==> src/rtl/clk_stop_pkg.sv <==
package clk_stop_pkg;

    typedef enum logic [1:0] {
        MODE_RUN   = 2'd0,
        MODE_HOLD  = 2'd1,
        MODE_FLOAT = 2'd2
    } lane_mode_e;

    typedef struct packed {
        logic ph;
        logic pre;
    } phase_st_t;

endpackage

==> src/rtl/clk_stop_phase.sv <==
module clk_stop_phase
    import clk_stop_pkg::*;
(
    input  logic clk,
    input  logic rst_n,
    input  logic half_i,
    output logic ph_o
);

    phase_st_t st_d, st_q;

    always_comb begin
        st_d = st_q;
        if (half_i) begin
            st_d.pre = ~st_q.pre;
            if (st_q.pre) begin
                st_d.ph = ~st_q.ph;
            end
        end else begin
            st_d.pre = 1'b0;
            st_d.ph  = ~st_q.ph;
        end
    end

    always_ff @(posedge clk) begin
        if (!rst_n) begin
            st_q <= '0;
        end else begin
            st_q <= st_d;
        end
    end

    assign ph_o = st_q.ph;

    AST_FULL_RATE_TOGGLE: assert property (@(posedge clk) disable iff (!rst_n)
        !half_i |=> (ph_o != $past(ph_o)));

endmodule

==> src/rtl/clk_stop_cfg.sv <==
module clk_stop_cfg #(
    parameter int N_OUT = 8
) (
    input  logic             clk,
    input  logic             rst_n,
    input  logic             pdn_i,
    input  logic [N_OUT-1:0] out_en_i,
    input  logic [N_OUT-1:0] stop_mask_i,
    input  logic             stop_float_i,
    input  logic             pdn_float_i,
    input  logic             full_rate_i,
    output logic [N_OUT-1:0] out_en_o,
    output logic [N_OUT-1:0] stop_mask_o,
    output logic             stop_float_o,
    output logic             pdn_float_o,
    output logic             full_rate_o
);

    localparam int W = 2 * N_OUT + 3;

    logic [W-1:0] shadow_d, shadow_q;
    logic [W-1:0] incoming;

    assign incoming = {out_en_i, stop_mask_i, stop_float_i, pdn_float_i, full_rate_i};

    always_comb begin
        shadow_d = shadow_q;
        if (!pdn_i) begin
            shadow_d = incoming;
        end
    end

    always_ff @(posedge clk) begin
        if (!rst_n) begin
            shadow_q <= {{N_OUT{1'b1}}, {N_OUT{1'b0}}, 1'b0, 1'b0, 1'b1};
        end else begin
            shadow_q <= shadow_d;
        end
    end

    assign {out_en_o, stop_mask_o, stop_float_o, pdn_float_o, full_rate_o} = shadow_q;

    AST_CFG_FROZEN_PDN: assert property (@(posedge clk) disable iff (!rst_n)
        pdn_i |=> $stable(shadow_q));

endmodule

==> src/rtl/clk_stop_lane.sv <==
module clk_stop_lane
    import clk_stop_pkg::*;
(
    input  logic clk,
    input  logic rst_n,
    input  logic ph_i,
    input  logic en_i,
    input  logic stop_i,
    input  logic pdn_i,
    input  logic stop_float_i,
    input  logic pdn_float_i,
    output logic t_o,
    output logic c_o,
    output logic oe_o
);

    lane_mode_e mode_d, mode_q, want;

    always_comb begin
        if (pdn_i) begin
            want = pdn_float_i ? MODE_FLOAT : MODE_HOLD;
        end else if (!en_i) begin
            want = MODE_FLOAT;
        end else if (stop_i) begin
            want = stop_float_i ? MODE_FLOAT : MODE_HOLD;
        end else begin
            want = MODE_RUN;
        end
        mode_d = mode_q;
        if (!ph_i) begin
            mode_d = want;
        end
    end

    always_ff @(posedge clk) begin
        if (!rst_n) begin
            mode_q <= MODE_FLOAT;
        end else begin
            mode_q <= mode_d;
        end
    end

    always_comb begin
        unique case (mode_q)
            MODE_RUN: begin
                t_o  = ph_i;
                c_o  = ~ph_i;
                oe_o = 1'b1;
            end
            MODE_HOLD: begin
                t_o  = 1'b1;
                c_o  = 1'b0;
                oe_o = 1'b1;
            end
            default: begin
                t_o  = 1'b0;
                c_o  = 1'b0;
                oe_o = 1'b0;
            end
        endcase
    end

    AST_MODE_SWITCH_LOW: assert property (@(posedge clk) disable iff (!rst_n)
        !$stable(mode_q) |-> !$past(ph_i));

endmodule

==> src/rtl/clk_stop_ctrl.sv <==
module clk_stop_ctrl #(
    parameter int N_OUT = 8
) (
    input  logic             clk,
    input  logic             rst_n,
    input  logic [N_OUT-1:0] oe_pin,
    input  logic             stop_n,
    input  logic             pdn_n,
    input  logic             pol_inv,
    input  logic             half_n,
    input  logic [N_OUT-1:0] cfg_out_en,
    input  logic [N_OUT-1:0] cfg_stop_mask,
    input  logic             cfg_stop_float,
    input  logic             cfg_pdn_float,
    input  logic             cfg_full_rate,
    output logic [N_OUT-1:0] clk_t,
    output logic [N_OUT-1:0] clk_c,
    output logic [N_OUT-1:0] clk_oe
);

    logic [N_OUT-1:0] pin_en;
    logic             stop_req;
    logic             pdn_req;
    logic             half_sel;
    logic             ph;

    logic [N_OUT-1:0] sh_en;
    logic [N_OUT-1:0] sh_mask;
    logic             sh_stop_float;
    logic             sh_pdn_float;
    logic             sh_full;

    // Pin polarity decode
    always_comb begin
        pin_en   = pol_inv ? ~oe_pin : oe_pin;
        stop_req = pol_inv ? stop_n : ~stop_n;
        pdn_req  = pol_inv ? pdn_n : ~pdn_n;
        half_sel = ~half_n | ~sh_full;
    end

    clk_stop_cfg #(.N_OUT(N_OUT)) u_cfg (
        .clk          (clk),
        .rst_n        (rst_n),
        .pdn_i        (pdn_req),
        .out_en_i     (cfg_out_en),
        .stop_mask_i  (cfg_stop_mask),
        .stop_float_i (cfg_stop_float),
        .pdn_float_i  (cfg_pdn_float),
        .full_rate_i  (cfg_full_rate),
        .out_en_o     (sh_en),
        .stop_mask_o  (sh_mask),
        .stop_float_o (sh_stop_float),
        .pdn_float_o  (sh_pdn_float),
        .full_rate_o  (sh_full)
    );

    clk_stop_phase u_phase (
        .clk    (clk),
        .rst_n  (rst_n),
        .half_i (half_sel),
        .ph_o   (ph)
    );

    for (genvar gi = 0; gi < N_OUT; gi++) begin : g_lane
        clk_stop_lane u_lane (
            .clk          (clk),
            .rst_n        (rst_n),
            .ph_i         (ph),
            .en_i         (pin_en[gi] & sh_en[gi]),
            .stop_i       (stop_req & sh_mask[gi]),
            .pdn_i        (pdn_req),
            .stop_float_i (sh_stop_float),
            .pdn_float_i  (sh_pdn_float),
            .t_o          (clk_t[gi]),
            .c_o          (clk_c[gi]),
            .oe_o         (clk_oe[gi])
        );
    end

    AST_PDN_QUIET: assert property (@(posedge clk) disable iff (!rst_n)
        (pdn_req && $past(pdn_req) && $past(pdn_req, 2) && $past(pdn_req, 3)
         && $past(pdn_req, 4)) |-> $stable(clk_t));

    AST_FLOAT_LINES_LOW: assert property (@(posedge clk) disable iff (!rst_n)
        (clk_oe == '0) |-> (clk_t == '0 && clk_c == '0));

endmodule

==> config.mk <==
export PLATFORM = sky130hd
export DESIGN_NAME = clk_stop_ctrl
export DESIGN_NICKNAME = d
export VERILOG_FILES = /design/src/rtl/clk_stop_pkg.sv /design/src/rtl/clk_stop_phase.sv /design/src/rtl/clk_stop_cfg.sv /design/src/rtl/clk_stop_lane.sv /design/src/rtl/clk_stop_ctrl.sv
export SDC_FILE = /design/constraint.sdc
export NUM_CORES = 1
export LEC_CHECK = 0
export BUFFER_PORTS_ARGS = -buffer_cell sky130_fd_sc_hd__clkbuf_2
export CORE_MARGIN = 4
export CORE_UTILIZATION = 30
export DETAILED_ROUTE_END_ITERATION = 16
export GPL_TIMING_DRIVEN = 0
export HOLD_SLACK_MARGIN = 0.15
export PLACE_DENSITY = 0.55
export SYNTH_ARGS = -nofsm -noshare
export SYNTH_HDL_FRONTEND = slang
export SYNTH_SLANG_ARGS = --single-unit
==> constraint.sdc <==
create_clock -name clk -period 1.5 [get_ports clk]
set_input_delay 0.375 -clock clk [delete_from_list [all_inputs] [get_ports clk]]
set_output_delay 0.375 -clock clk [all_outputs]
set_load 0.05 [all_outputs]
==> results of run 1 <==
## final cells by class
| type | instances | share of cell area |
|---|---|---|
| multi-input cells | 156 | 0.3615 |
| flip-flops and latches | 37 | 0.2574 |
| repair buffers | 62 | 0.2240 |
| plain buffers | 30 | 0.08180 |
| well taps | 75 | 0.03212 |
| clock buffers | 6 | 0.02484 |
| inverters | 10 | 0.01499 |
| clock inverters | 2 | 0.003426 |
## cells in the mapped netlist, types with 2 or more instances
cell	n	area, um^2
a21oi_1	11	55.05
a221o_1	8	80.08
buf_4	27	202.7
clkbuf_1	10	37.54
clkinv_1	2	7.510
dfxtp_1	37	740.7
inv_1	8	30.03
nand2_1	54	202.7
nand3_1	9	45.04
nor2_1	18	67.56
nor3_1	8	40.04
o2111ai_1	8	70.07
o211ai_1	8	60.06
o21ai_0	8	40.04
o32ai_1	8	70.07
xnor2_1	2	17.52
xor2_1	9	78.83
## flip-flops by register name (all words and copies together) (netlist names)
signal                cells
g_lane.u_lane.mode_q     16
u_cfg.shadow_q           19
u_phase.ph_o              1
u_phase.st_q              1
## timing repair
| item | in CTS | in global routing |
|---|---|---|
| gates resized for setup | 85 | 30 |
| buffers inserted | 4 | 2 |
| pin swaps | 11 | 4 |
| cloned | 1 | 0 |
| endpoints found under the setup margin | 42 | 49 |
## metal layers
| metal | vias up | track usage | share of wire |
|---|---|---|---|
| met1 | 815 | 0.1907 | 0.47 |
| met5 | - | 0 | 0 |
| met3 | 4 | 0.03387 | 0.067 |
| met2 | 71 | 0.2158 | 0.45 |
| li1 | 936 | - | - |
| met4 | 0 | 0.06416 | 0.0085 |
## how the worst max path moves through the flow
stage	depth (start not counted)	slack (ns)	from	end
2_1_floorplan	5	0.001	u_phase.ph_o	clk_t[0]
3_3_place_gp	6	-0.44	u_phase.ph_o	clk_t[7]
3_5_place_dp	6	-0.43	u_phase.ph_o	clk_t[1]
4_1_cts	5	-0.14	u_phase.ph_o	clk_t[6]
5_1_grt	5	-0.20	u_phase.ph_o	clk_t[2]
6_report	5	-0.12	u_phase.ph_o	clk_t[0]
## per-stage QoR
| step | area [um^2] | total power (uW) |
|---|---|---|
| CTS | 2818 | 3403 |
| detailed placement | 2271 | 2345 |
| global placement | 2271 | 2334 |
| floorplan | 1902 | 2079 |
| global route | 2922 | 3621 |
| finish | 2922 | 3427 |
## cells by family (layout without fill, tap and decap cells)
logic type	Yosys count	count (layout)
simple gates	92	92
buf+inv	48	110
xor+xnor	12	12
compound gates	52	52
flops	37	37
## power by group
| group | leakage (uW) | internal (uW) | total, uW | switching [uW] |
|---|---|---|---|---|
| Sequential | 0.000307 | 1110 | 1280 | 162 |
| Clock | 0.0000450 | 322 | 664 | 342 |
| Combinational | 0.000912 | 702 | 1490 | 786 |
## tightest hold or removal path, delay by kind of cell
kind	cells	cell delay [ns]
AND/OR/NAND/NOR	2	0.10
buffers and inverters	1	0.07
==> qor.csv, run 1 <==
metric,value,unit
DRC viols,0,
Tot GR Track Use,0.1420,
antenna violation net count after detailed routing,0,
DIE AREA,7673,um^2
WP data required,1.12,ns
clk buf depth,2,
simple-gate area share of the yosys netlist,0.2001,
Core Box Area,6026,um^2
Worst Path Arrival,1.25,ns
CP startpoint kind,flop,
failing checks,setup timing,
Fmax,0.6154,GHz
RSZ-0062 raised after global routing,yes,
Main synth FF type,dfxtp_1,
Mapped Nets,274,
status,"complete, but fails checks",
# fillers,596,
"Hold-fix buffers, CTS",0,
num ports,57,
CP Buf/Inv Count,3,
hold_ws,0.2913,ns
power per cell area,1173,nW/um^2
"flops & latches, synth",37,
layout net count,335,
Cell variety after synth,23,
DR iter-0 viols,103,
Root Driver,clkbuf_8,
cell mode on critical path,clkbuf_16,
clk_lat worst skew,0.29,ns
max incr delay on CP,0.40,ns
PnR worst setup slack,-0.1249,ns
Worst Hold Class,input pin to flop,
leakage,0.001264,uW
initial antenna violation count,0,
number of global-route vias before repair,1764,
multi-input logic area,1056,um^2
Slew headroom,0.6402,
worst-margin pin slew,0.5397,ns
Clock Skew,0.005619,ns
number of cell rows,28,
post-detail-place hpwl,3.836,mm
synthesized instance count,241,
Peak VDD IR,0.0006141,V
Synth Area in Adders,0,
Max-Cap Viols,0,
max-slew violation count,0,
die height,87.60,um
CP Max Fanout,8,
Die X,87.60,um
Slowest cell on crit path,dfxtp_4,
detailed-route wire length,5.187,mm
R2R depth,5,
worst r2r src,u_phase.ph_o,
DRT Pass-1 Iters,4,
Hold Path Origin,cfg_out_en[5],
crit share post-route,1.083,
Synth Cell Area,1901,um^2
CP top delay family,buffers and inverters,
post-route insts no fill,378,
RR Endpoint,g_lane[0].u_lane.mode_q[1],
sequential cell area,752.0,um^2
Place WS,-0.4314,ns
final design utilization,0.4848,
Port Buffers,55,
worst path cell trace,clkbuf_16 -> nor2_2 -> nor2_1 -> buf_4 -> clkbuf_16,
grt ovf,0,
yosys warns,0,
Fin Setup TNS,-1.278,ns
n_diodes,0,
largest net degree at the start of global routing,12,
Hold EP,u_cfg.shadow_q[16],
min Tclk post-route,1.625,ns
first-pass GRT wire length,8.480,mm
clk slew on worst S/H paths,0.07,ns
multiplexer area fraction after synthesis,0,
XOR/XNOR Fraction of Synth Area,0.05925,
"Seq/Total Area, Yosys",0.3897,
Synth Area in Compound Gates,0.2021,
share of cells above drive strength 1,0.4389,
Worst Setup End Kind,primary output,
Inst Count DP,371,
Starting Density,0.3154,
crit path kind,flop to primary output,
hold path depth,3,
via count,1826,
# clock sinks,37,
final hold vios,0,
largest family of logic cells by synthesized area,compound AO/OA/AOI/OAI gates,
CTS tree,done,
Layout area overhead,53.72,%
htree depth,2,
average size of a mapped cell,7.886,um^2
most frequent cells in the layout,"nand2_1, clkbuf_2, dfxtp_1, buf_4, clkbuf_16",
CTS buffer count,5,
reg2reg setup slack,0.13,ns
Post-synth EDFFs,0,
WL per Instance,13.72,um
Final Wtd Congestion,0.8250,
"FFs w/ async S/R, synth",0,
final setup vio count,16,
"commonest non-fill, non-tap cell in the layout",nand2_1,
DR vias/cell,4.831,
Note: power is estimated with default switching activity, not from simulation.
==> run 2: changes to the inputs <==
--- a/config.mk
+++ b/config.mk
@@ -6,12 +6,14 @@
 export NUM_CORES = 1
 export LEC_CHECK = 0
 export BUFFER_PORTS_ARGS = -buffer_cell sky130_fd_sc_hd__clkbuf_2
+export CELL_PAD_IN_SITES_DETAIL_PLACEMENT = 1
+export CELL_PAD_IN_SITES_GLOBAL_PLACEMENT = 1
 export CORE_MARGIN = 4
 export CORE_UTILIZATION = 30
 export DETAILED_ROUTE_END_ITERATION = 16
 export GPL_TIMING_DRIVEN = 0
 export HOLD_SLACK_MARGIN = 0.15
-export PLACE_DENSITY = 0.55
+export PLACE_DENSITY = 0.71
 export SYNTH_ARGS = -nofsm -noshare
 export SYNTH_HDL_FRONTEND = slang
 export SYNTH_SLANG_ARGS = --single-unit
==> qor.csv, run 2 (synthesis gave the netlist of run 1 again) <==
metric,value,unit
"commonest non-fill, non-tap cell in the layout",nand2_1,
"Hold-fix buffers, CTS",0,
CTS tree,done,
Core Box Area,6026,um^2
sequential power share,0.372,
CP Max Fanout,7,
Slew headroom,0.6463,
n_diodes,0,
number of cell rows,28,
metal2 WL,2.797,mm
DR iter-0 viols,136,
via count,1875,
crit share post-route,1.097,
CP startpoint kind,flop,
DRC viols,0,
Hold EP,u_cfg.shadow_q[15],
Port Buffers,55,
post-detail-place hpwl,4.291,mm
htree depth,2,
R2R depth,5,
largest net degree at the start of global routing,12,
final design utilization,0.4824,
worst-margin pin slew,0.5305,ns
Hold Path Origin,cfg_out_en[4],
layout net count,333,
share of cells above drive strength 1,0.4319,
power per cell area,1197,nW/um^2
final setup vio count,16,
Net Sw Frac,0.3850,
clk slew on worst S/H paths,0.07,ns
min Tclk post-route,1.645,ns
number of global-route vias before repair,1987,
RR Endpoint,g_lane[7].u_lane.mode_q[1],
wire length on met1,2.694,mm
failing checks,setup timing,
Worst Setup End Kind,primary output,
clock share of power,0.192,
reg2reg setup slack,0.13,ns
met3 wire len,268,um
Layout area overhead,52.93,%
num ports,57,
Worst Path Arrival,1.27,ns
Peak VDD IR,0.0004821,V
Int Power,2140,uW
worst r2r src,u_phase.ph_o,
RSZ-0062 raised after global routing,yes,
CTS buffer count,5,
DIE AREA,7673,um^2
first-pass GRT wire length,9.666,mm
largest reg by FF count,u_cfg.shadow_q,
Switching Power,1340,uW
Starting Density,0.3154,
Comb power frac,0.436,
grt ovf,0,
Clock Skew,0.002367,ns
DRT Pass-1 Iters,4,
largest registers,"u_cfg.shadow_q (19), g_lane.u_lane.mode_q (16)",
Fin Setup TNS,-1.428,ns
# clock sinks,37,
detailed-route wire length,5.823,mm
WP data required,1.12,ns
crit path kind,flop to primary output,
PnR worst setup slack,-0.1450,ns
antenna violation net count after detailed routing,0,
max-slew violation count,0,
die height,87.60,um
Root Driver,clkbuf_8,
Fmax,0.6079,GHz
clk buf depth,2,
top layer in use,met4,
clk_lat worst skew,0.29,ns
WL per Instance,15.49,um
initial antenna violation count,0,
status,"complete, but fails checks",
leakage,0.001256,uW
DR vias/cell,4.987,
max FFs per register,19,
final hold vios,0,
most frequent cells in the layout,"nand2_1, clkbuf_2, dfxtp_1, buf_4, clkbuf_16",
Worst Hold Class,input pin to flop,
Max-Cap Viols,0,
Tot GR Track Use,0.1600,
Final Wtd Congestion,0.7792,
hold path depth,3,
Die X,87.60,um
## run 2: cell count changes in the layout (fill, tap and decap cells not counted), moves of 2 or more
cell       before  now
nor3_2          6    2
buf_8           0    4
clkbuf_16      18   15
buf_4          25   20
nor2_4          6    9
buf_6           1    3
nor2_2          8    4
nor3_4          2    6
## run 2: critical path, cell delays in order, from the launching register on
cell	delay, ns
dfxtp_4	0.42
clkbuf_16	0.18
nor2_4	0.03
nor2_1	0.09
buf_4	0.12
clkbuf_16	0.15
## run 2: layer usage
| layer | vias to the layer above | track usage |
|---|---|---|
| met2 | 50 | 0.2733 |
| met3 | 6 | 0.03669 |
| met4 | 0 | 0.04881 |
| li1 | 928 | - |
| met1 | 891 | 0.2000 |
| met5 | - | 0 |
## run 2: power groups by stage
stage	Clock (uW)	Sequential, uW	Combinational (uW)
after detailed placement	0	1240	1120
after global placement	0	1230	1100
final	668	1300	1520
after CTS	698	1250	1450
after floorplan	0	1200	879
after global routing	735	1320	1630
## run 2: area by class of cell
cell class / instances / area, um^2
inverter: 10 / 41.29
buffer: 29 / 230.2
clock buffer: 6 / 72.57
tap: 75 / 93.84
timing repair buffer: 61 / 634.4
fill: 707 / 3119
sequential: 37 / 753.2
clock inverter: 2 / 10.01
multi-input combinational: 156 / 1071
## run 2: worst max-delay path by stage
stage                    endpoint          from
5_1_grt                  clk_t[6]  u_phase.ph_o
4_1_cts                  clk_t[2]  u_phase.ph_o
2_1_floorplan            clk_t[0]  u_phase.ph_o
6_report                 clk_t[6]  u_phase.ph_o
3_3_place_gp   u_cfg.shadow_q[10]       pol_inv
3_5_place_dp   u_cfg.shadow_q[10]       pol_inv
## run 2: what timing repair did
action / in CTS / in global routing
hold endpoints to repair: 0 / 0
gates resized for setup: 79 / 47
pin swaps: 8 / 6
cloned: 2 / 0
setup buffers: 4 / 0
endpoints found under the setup margin: 47 / 44
## run 2: per-stage QoR
stage / total power (uW) / instance area [um^2] / setup WS [ns] / cells / hold slack (ns)
floorplan: 2079 / 1902 / 0.001249 / 241 / 0.4319
global placement: 2332 / 2271 / -0.4287 / 371 / 0.4444
detailed placement: 2357 / 2271 / -0.4830 / 371 / 0.4558
CTS: 3398 / 2808 / -0.1558 / 380 / 0.2857
global route: 3676 / 2907 / -0.2088 / 376 / 0.3046
finish: 3480 / 2907 / -0.1450 / 376 / 0.2938
